[config.mk]
export PLATFORM = sky130hd
export DESIGN_NAME = tsg_subframe_timer
export DESIGN_NICKNAME = d
export VERILOG_FILES = /design/src/rtl/tsg_pkg.sv /design/src/rtl/tsg_chip_counter.sv /design/src/rtl/tsg_strobe_decode.sv /design/src/rtl/tsg_subframe_timer.sv
export SDC_FILE = /design/constraint.sdc
export NUM_CORES = 1
export LEC_CHECK = 0
export CAP_MARGIN = 20
export CORE_MARGIN = 5
export CORE_UTILIZATION = 40
export CTS_BUF_LIST = sky130_fd_sc_hd__clkbuf_8
export CTS_CLUSTER_SIZE = 40
export DETAILED_ROUTE_END_ITERATION = 10
export HOLD_SLACK_MARGIN = 0.12
export PLACE_DENSITY = 0.69
export SLEW_MARGIN = 20
export SYNTH_ARGS = -nofsm -noshare
export SYNTH_HDL_FRONTEND = slang
export SYNTH_SLANG_ARGS = --single-unit
[constraint.sdc]
create_clock -name clk_i -period 1.3 [get_ports clk_i]
set_input_delay 0.13 -clock clk_i [delete_from_list [all_inputs] [get_ports clk_i]]
set_output_delay 0.13 -clock clk_i [all_outputs]
set_load 0.02 [all_outputs]
[src/rtl/tsg_pkg.sv]
package tsg_pkg;
  typedef struct packed {
    logic bit_s;
    logic byte_s;
    logic frame_s;
  } tsg_strobe_t;
endpackage

[src/rtl/tsg_chip_counter.sv]
module tsg_chip_counter #(
  parameter int CW      = 12,
  parameter int CNT_MAX = 2879
) (
  input  logic          clk_i,
  input  logic          rst_ni,
  input  logic          tick_i,
  input  logic          restart_i,
  output logic [CW-1:0] cnt_o,
  output logic          step_o,
  output logic          pend_o
);
  logic [CW-1:0] cnt_q;
  logic          step_q;
  logic          pend_q;

  always_ff @(posedge clk_i or negedge rst_ni) begin
    if (!rst_ni) begin
      cnt_q  <= '0;
      step_q <= 1'b0;
      pend_q <= 1'b0;
    end else begin
      step_q <= tick_i;
      if (tick_i) begin
        pend_q <= 1'b0;
        if (restart_i || pend_q || cnt_q == CW'(CNT_MAX)) cnt_q <= '0;
        else                                              cnt_q <= cnt_q + 1'b1;
      end else if (restart_i) begin
        pend_q <= 1'b1;  // hold request until the next tick
      end
    end
  end

  assign cnt_o  = cnt_q;
  assign step_o = step_q;
  assign pend_o = pend_q;
endmodule

[src/rtl/tsg_strobe_decode.sv]
module tsg_strobe_decode
  import tsg_pkg::*;
#(
  parameter int CW             = 12,
  parameter int CHIPS_PER_BIT  = 8,
  parameter int CHIPS_PER_BYTE = 64
) (
  input  logic [CW-1:0] cnt_i,
  input  logic          step_i,
  output tsg_strobe_t   strb_o
);
  localparam int BIT_LB  = $clog2(CHIPS_PER_BIT);
  localparam int BYTE_LB = $clog2(CHIPS_PER_BYTE);

  logic bit_hit, byte_hit, frame_hit;

  generate
    if (BIT_LB > 0 && (1 << BIT_LB) == CHIPS_PER_BIT) begin : g_bit_mask
      assign bit_hit = (cnt_i[BIT_LB-1:0] == '0);
    end else begin : g_bit_mod
      assign bit_hit = ((32'(cnt_i) % CHIPS_PER_BIT) == 0);
    end
    if (BYTE_LB > 0 && (1 << BYTE_LB) == CHIPS_PER_BYTE) begin : g_byte_mask
      assign byte_hit = (cnt_i[BYTE_LB-1:0] == '0);
    end else begin : g_byte_mod
      assign byte_hit = ((32'(cnt_i) % CHIPS_PER_BYTE) == 0);
    end
  endgenerate

  assign frame_hit = (cnt_i == '0);

  // strobes only in the cycle after a tick landed on the position
  assign strb_o.bit_s   = step_i & bit_hit;
  assign strb_o.byte_s  = step_i & byte_hit;
  assign strb_o.frame_s = step_i & frame_hit;
endmodule

[src/rtl/tsg_subframe_timer.sv]
module tsg_subframe_timer
  import tsg_pkg::*;
#(
  parameter int CHIPS_PER_BIT   = 8,
  parameter int BITS_PER_BYTE   = 8,
  parameter int BYTES_PER_FRAME = 45,
  localparam int CHIPS_PER_BYTE = CHIPS_PER_BIT * BITS_PER_BYTE,
  localparam int FRAME_CHIPS    = CHIPS_PER_BYTE * BYTES_PER_FRAME,
  localparam int CNT_MAX        = FRAME_CHIPS - 1,
  localparam int CW             = $clog2(FRAME_CHIPS)
) (
  input  logic          clk_i,
  input  logic          rst_ni,
  input  logic          chip_tick_i,
  input  logic          restart_i,
  output logic [CW-1:0] cnt_o,
  output logic          bit_stb_o,
  output logic          byte_stb_o,
  output logic          frame_stb_o
);
  logic        step;
  logic        restart_pend;
  tsg_strobe_t strb;

  tsg_chip_counter #(
    .CW      (CW),
    .CNT_MAX (CNT_MAX)
  ) u_cnt (
    .clk_i     (clk_i),
    .rst_ni    (rst_ni),
    .tick_i    (chip_tick_i),
    .restart_i (restart_i),
    .cnt_o     (cnt_o),
    .step_o    (step),
    .pend_o    (restart_pend)
  );

  tsg_strobe_decode #(
    .CW             (CW),
    .CHIPS_PER_BIT  (CHIPS_PER_BIT),
    .CHIPS_PER_BYTE (CHIPS_PER_BYTE)
  ) u_dec (
    .cnt_i  (cnt_o),
    .step_i (step),
    .strb_o (strb)
  );

  assign bit_stb_o   = strb.bit_s;
  assign byte_stb_o  = strb.byte_s;
  assign frame_stb_o = strb.frame_s;
endmodule

Word level (Yosys, flattened, before mapping)
Index checks and enable logic that the tools add are counted.

Memories kept: 0. Bits in latches: 0. RAM bits: 0. Bits in read-only memories: 0. Output and inout bits: 15. Logic and storage cells: 17. Flip-flop bits (word level): 14.

Multiply operators: 0. Divide/modulo/power cells: 0. Multiplexer cells: 3. Bitwise operators: 3. Reductions and logical operators: 6. Shifts and indexed selects: 0. Equality and inequality tests: 1. Add/sub/neg operators: 1. Order comparisons: 0.

Operators by type and width (number): $add A12 B1 Y12 const B (1); $eq A12 B12 Y1 const B (1); $logic_not A12 Y1 (1); $mux W12 (1); $logic_not A6 Y1 (1); $and A1 B1 Y1 (3); $logic_not A3 Y1 (1); $logic_or A1 B1 Y1 (2); $mux W1 (2); $reduce_bool A2 Y1 (1).

Longest topological paths before layout
Depth in word-level cells: 3. Depth in mapped cells: 6. Depth with buffers taken out: 6.

Hierarchy
Synthesis repeated with hierarchy kept, for this count alone.

Cell total of the unflattened synthesis: 75. Area, all modules: 733.2 um^2.

By module, submodules not included: tsg_chip_counter (instances 1, area an instance 678.2 um^2, cells an instance 69); tsg_strobe_decode (instances 1, area an instance 55.1 um^2, cells an instance 6).

Least setup slack after synthesis
OpenSTA, ideal clock, no wires.

Path kind: flip-flop to output port. Start: register u_cnt.cnt_q[0], in the netlist u_cnt.cnt_o[0]. End: output frame_stb_o. Path slack: -1.109 ns. Stages on the path, launching flop included: 7. Data arrival time: 2.279 ns. Path through: dfrtp_1 > inv_1 > ha_1 > nand2_1 > nor2_1 > nor4b_1 > and3_1.

Cells in the longest elaborated chain, start to end: 2.

Ends and longest elaborated chain: start, declared (line tsg_chip_counter.sv:13) `logic [CW-1:0] cnt_q;`; start signal, assigned (line tsg_chip_counter.sv:27) `else cnt_q <= cnt_q + 1'b1;`; $logic_not A12 Y1 (line tsg_strobe_decode.sv:30) `assign frame_hit = (cnt_i == '0);`; $and A1 B1 Y1 (line tsg_strobe_decode.sv:35) `assign strb_o.frame_s = step_i & frame_hit;`; end, declared (line tsg_subframe_timer.sv:19) `output logic frame_stb_o`.

No other way between the ends.

Final worst setup path
Ends and elaborated chain as after synthesis.

==> key figures <==
CTS
  – Cts hold-fix bufs: 0
  – Clk root buf: clkbuf_8
  – Worst-path clk slew: 60 ps
  – Longest Clk Path Bufs: 2
  – CTS buffer count: 3
  – H-tree levels: 1
  – Clock Latency Late Sink: 250 ps
  – Num Clock Sinks: 14
  – CTS tree: done

STA
  – # setup viols final: 14
  – Final hold violation count: 0
  – Clock skew: 1.33 ps
  – Worst Max-Slew Pin Slew: 463 ps
  – Hold Slack: 192 ps
  – Slew HR: 0.690
  – F_max: 601 MHz
  – Final setup margin: -364 ps
  – Unrepaired setup endpoints after global routing: yes
  – Setup TNS: -1550 ps
  – Final Max Tran Viols: 0
  – Min cycle time layout: 1660 ps
  – Fin crit share: 1.28

Worst setup path
  – Critical Path Source Type: flip-flop
  – Critical path's top delay family: simple AND/OR/NAND/NOR gates
  – Kind of critical path: flip-flop to output pin
  – Crit path arrival time: 1530 ps
  – Slowest stage delay, CP: 410 ps
  – Reg-to-reg critical path startpoint: u_cnt.cnt_o[10]
  – Ordered cell list for the critical path: inv_2, ha_4, nand2_4, nor2_4, nor4b_4, and3_4, buf_6
  – Critical Path Sink Type: output pin
  – Slowest-stage cell, CP: dfrtp_2
  – Crit Path Max Fanout: 2
  – Critical path buffer and inverter count: 2
  – Critical path required time: 1170 ps
  – Crit path from: u_cnt.cnt_o[0]

Route
  – WL per Instance: 15.9 um
  – Iteration-0 DRC Markers: 24
  – Final wirelength: 2440 um
  – DRC viols: 0
  – Via total after detailed routing: 779
  – Routed Antenna Nets: 0
  – First-pass detailed-route iteration total: 4
  – Via density: 5.09

Synthesis
  – Most area-hungry cell type in the Yosys netlist: dfrtp_1
  – Post-synth ARST share: 1.00
  – Sequential share of the synthesized area: 0.471
  – Top-count cell post-synth: dfrtp_1
  – Top cells by count, synth: 14 x dfrtp_1, 12 x nor2_1, 6 x nand2_1
  – Mapped Nets: 80
  – Post-synth cell types: 26
  – Yosys reg bits: 14
  – Syn Std Cell Area: 744 um^2
  – Cells after Synth: 74
  – Post-synth EDFFs: 0
  – Main synth FF type: dfrtp_1
  – Largest cells by area after synthesis: dfrtp_1 47%, nor2_1 6.1%, xor2_1 5.9%
  – Total of warnings raised by yosys: 0
  – Syn Area/Cell: 10.1 um^2
  – Top cell type's share of synthesized area: 0.471

Floorplan
  – DIE WIDTH: 53.1 um
  – Top-Level Pins: 19
  – Chip height: 53.1 um
  – # rows: 15
  – Die ar.: 2820 um^2
  – Initial Utilization: 0.427
  – Std-Cell Core Area: 1750 um^2

Global route
  – Total track usage: 0.173
  – GRT Residual Overflow: 0
  – First-pass GRT wire length: 3530 um
  – Pin count of the biggest net entering global routing: 15
  – Vias in the first global route: 778
  – Initial antenna violation count: 0

Layout
  – Core Util, Final: 0.797
  – Ant diodes: 0
  – Filler cell count: 119
  – Post-route insts no fill: 153
  – Synthesis-to-layout area growth: 86.9%
  – Fin nets: 135
  – Share of cells above drive strength 1: 0.523

Place
  – HPWL Detailed: 1410 um
  – Placed Cells: 140
  – Routability Congestion: 0.811
  – Place WS: -602 ps
  – IO Port Bufs: 18

Power
  – Leak Pwr: 0.687 nW
  – Pwr per Cell Area: 804 nW/um^2
  – VDD IR max: 0.694 mV

Hold path
  – Hold Crit Class: input port to async pin

Outcome
  – Violated checks: setup timing
  – Status: complete, but fails checks

Flow run
  – Max-cap violations: 0
## worst reg2reg max path, cell delays in order, from the launching register on
cell and delay, ps:
dfrtp_1 410, nor3_2 260, buf_4 170, nand4_4 120, buf_6 160, nand4_1 80
o21ai_0 130
## cells by family after synthesis
logic type | Yosys count | share of synthesized area
AND/OR/NAND/NOR | 41 | 0.314
AO/OA/AOI/OAI | 4 | 0.0487
buffers and inverters | 4 | 0.0269
adder cells (fa/ha/maj) | 2 | 0.0336
flip-flops | 14 | 0.471
XOR/XNOR | 9 | 0.106
## what timing repair did
item,in CTS,in global routing
resized for setup,46,14
pin swaps,21,10
endpoints found under the setup margin,26,17
cloned,1,0
setup buffers,5,4
## through the flow
step                cell area (um^2)  total power, W
finish                          1390         0.00112
global route                    1390         0.00116
CTS                             1340         0.00110
detailed placement              1180        0.000658
global placement                1180        0.000654
floorplan                        791        0.000556
## registers in the layout (all words and copies together) (netlist names)
register,cells
u_cnt.cnt_o,12
u_cnt.pend_o,1
u_cnt.step_o,1
## final timing paths
path                       cells past startpoint             end  slack [ps]
setup / recovery                               7     frame_stb_o        -360
hold / removal                                 2    u_cnt.pend_o         190
setup reg to reg                               6  u_cnt.cnt_o[1]        -170
hold reg to reg                                3  u_cnt.cnt_o[2]         640
max in group asynchronous                      2  u_cnt.cnt_o[0]         920
min in group clk_i                             2    u_cnt.step_o         260
## cells in the final DEF (no fill, tap or decap), drive strengths merged, types with 3 or more instances in the layout
master	n
and3	4
buf	37
clkbuf	5
dfrtp	14
dlygate4sd2	9
nand2	6
nand3	4
nand4	5
nor2	12
nor3	3
xnor2	4
xor2	5
## final cells by class
cell class	instances	area, um^2	share of cell area
Multi-Input combinational cell	57	504	0.362
Timing Repair Buffer	51	439	0.316
Sequential cell	14	354	0.254
Clock buffer	4	55.1	0.0396
Tap cell	25	31.3	0.0225
Inverter	2	7.51	0.00540
## where the power goes
group          internal, W  switching, W
registers         0.000448    0.00000910
logic             0.000120      0.000111
clock network     0.000268      0.000162
## routing by layer
metal | up-vias | wire [um] | GRT usage
li1 | 368 | - | -
met1 | 391 | 1070 | 0.219
met2 | 14 | 1240 | 0.285
met3 | 6 | 90 | 0.0310
met4 | 0 | 40 | 0.0766
met5 | - | 0 | 0
Power figures use the tool's default switching activity.
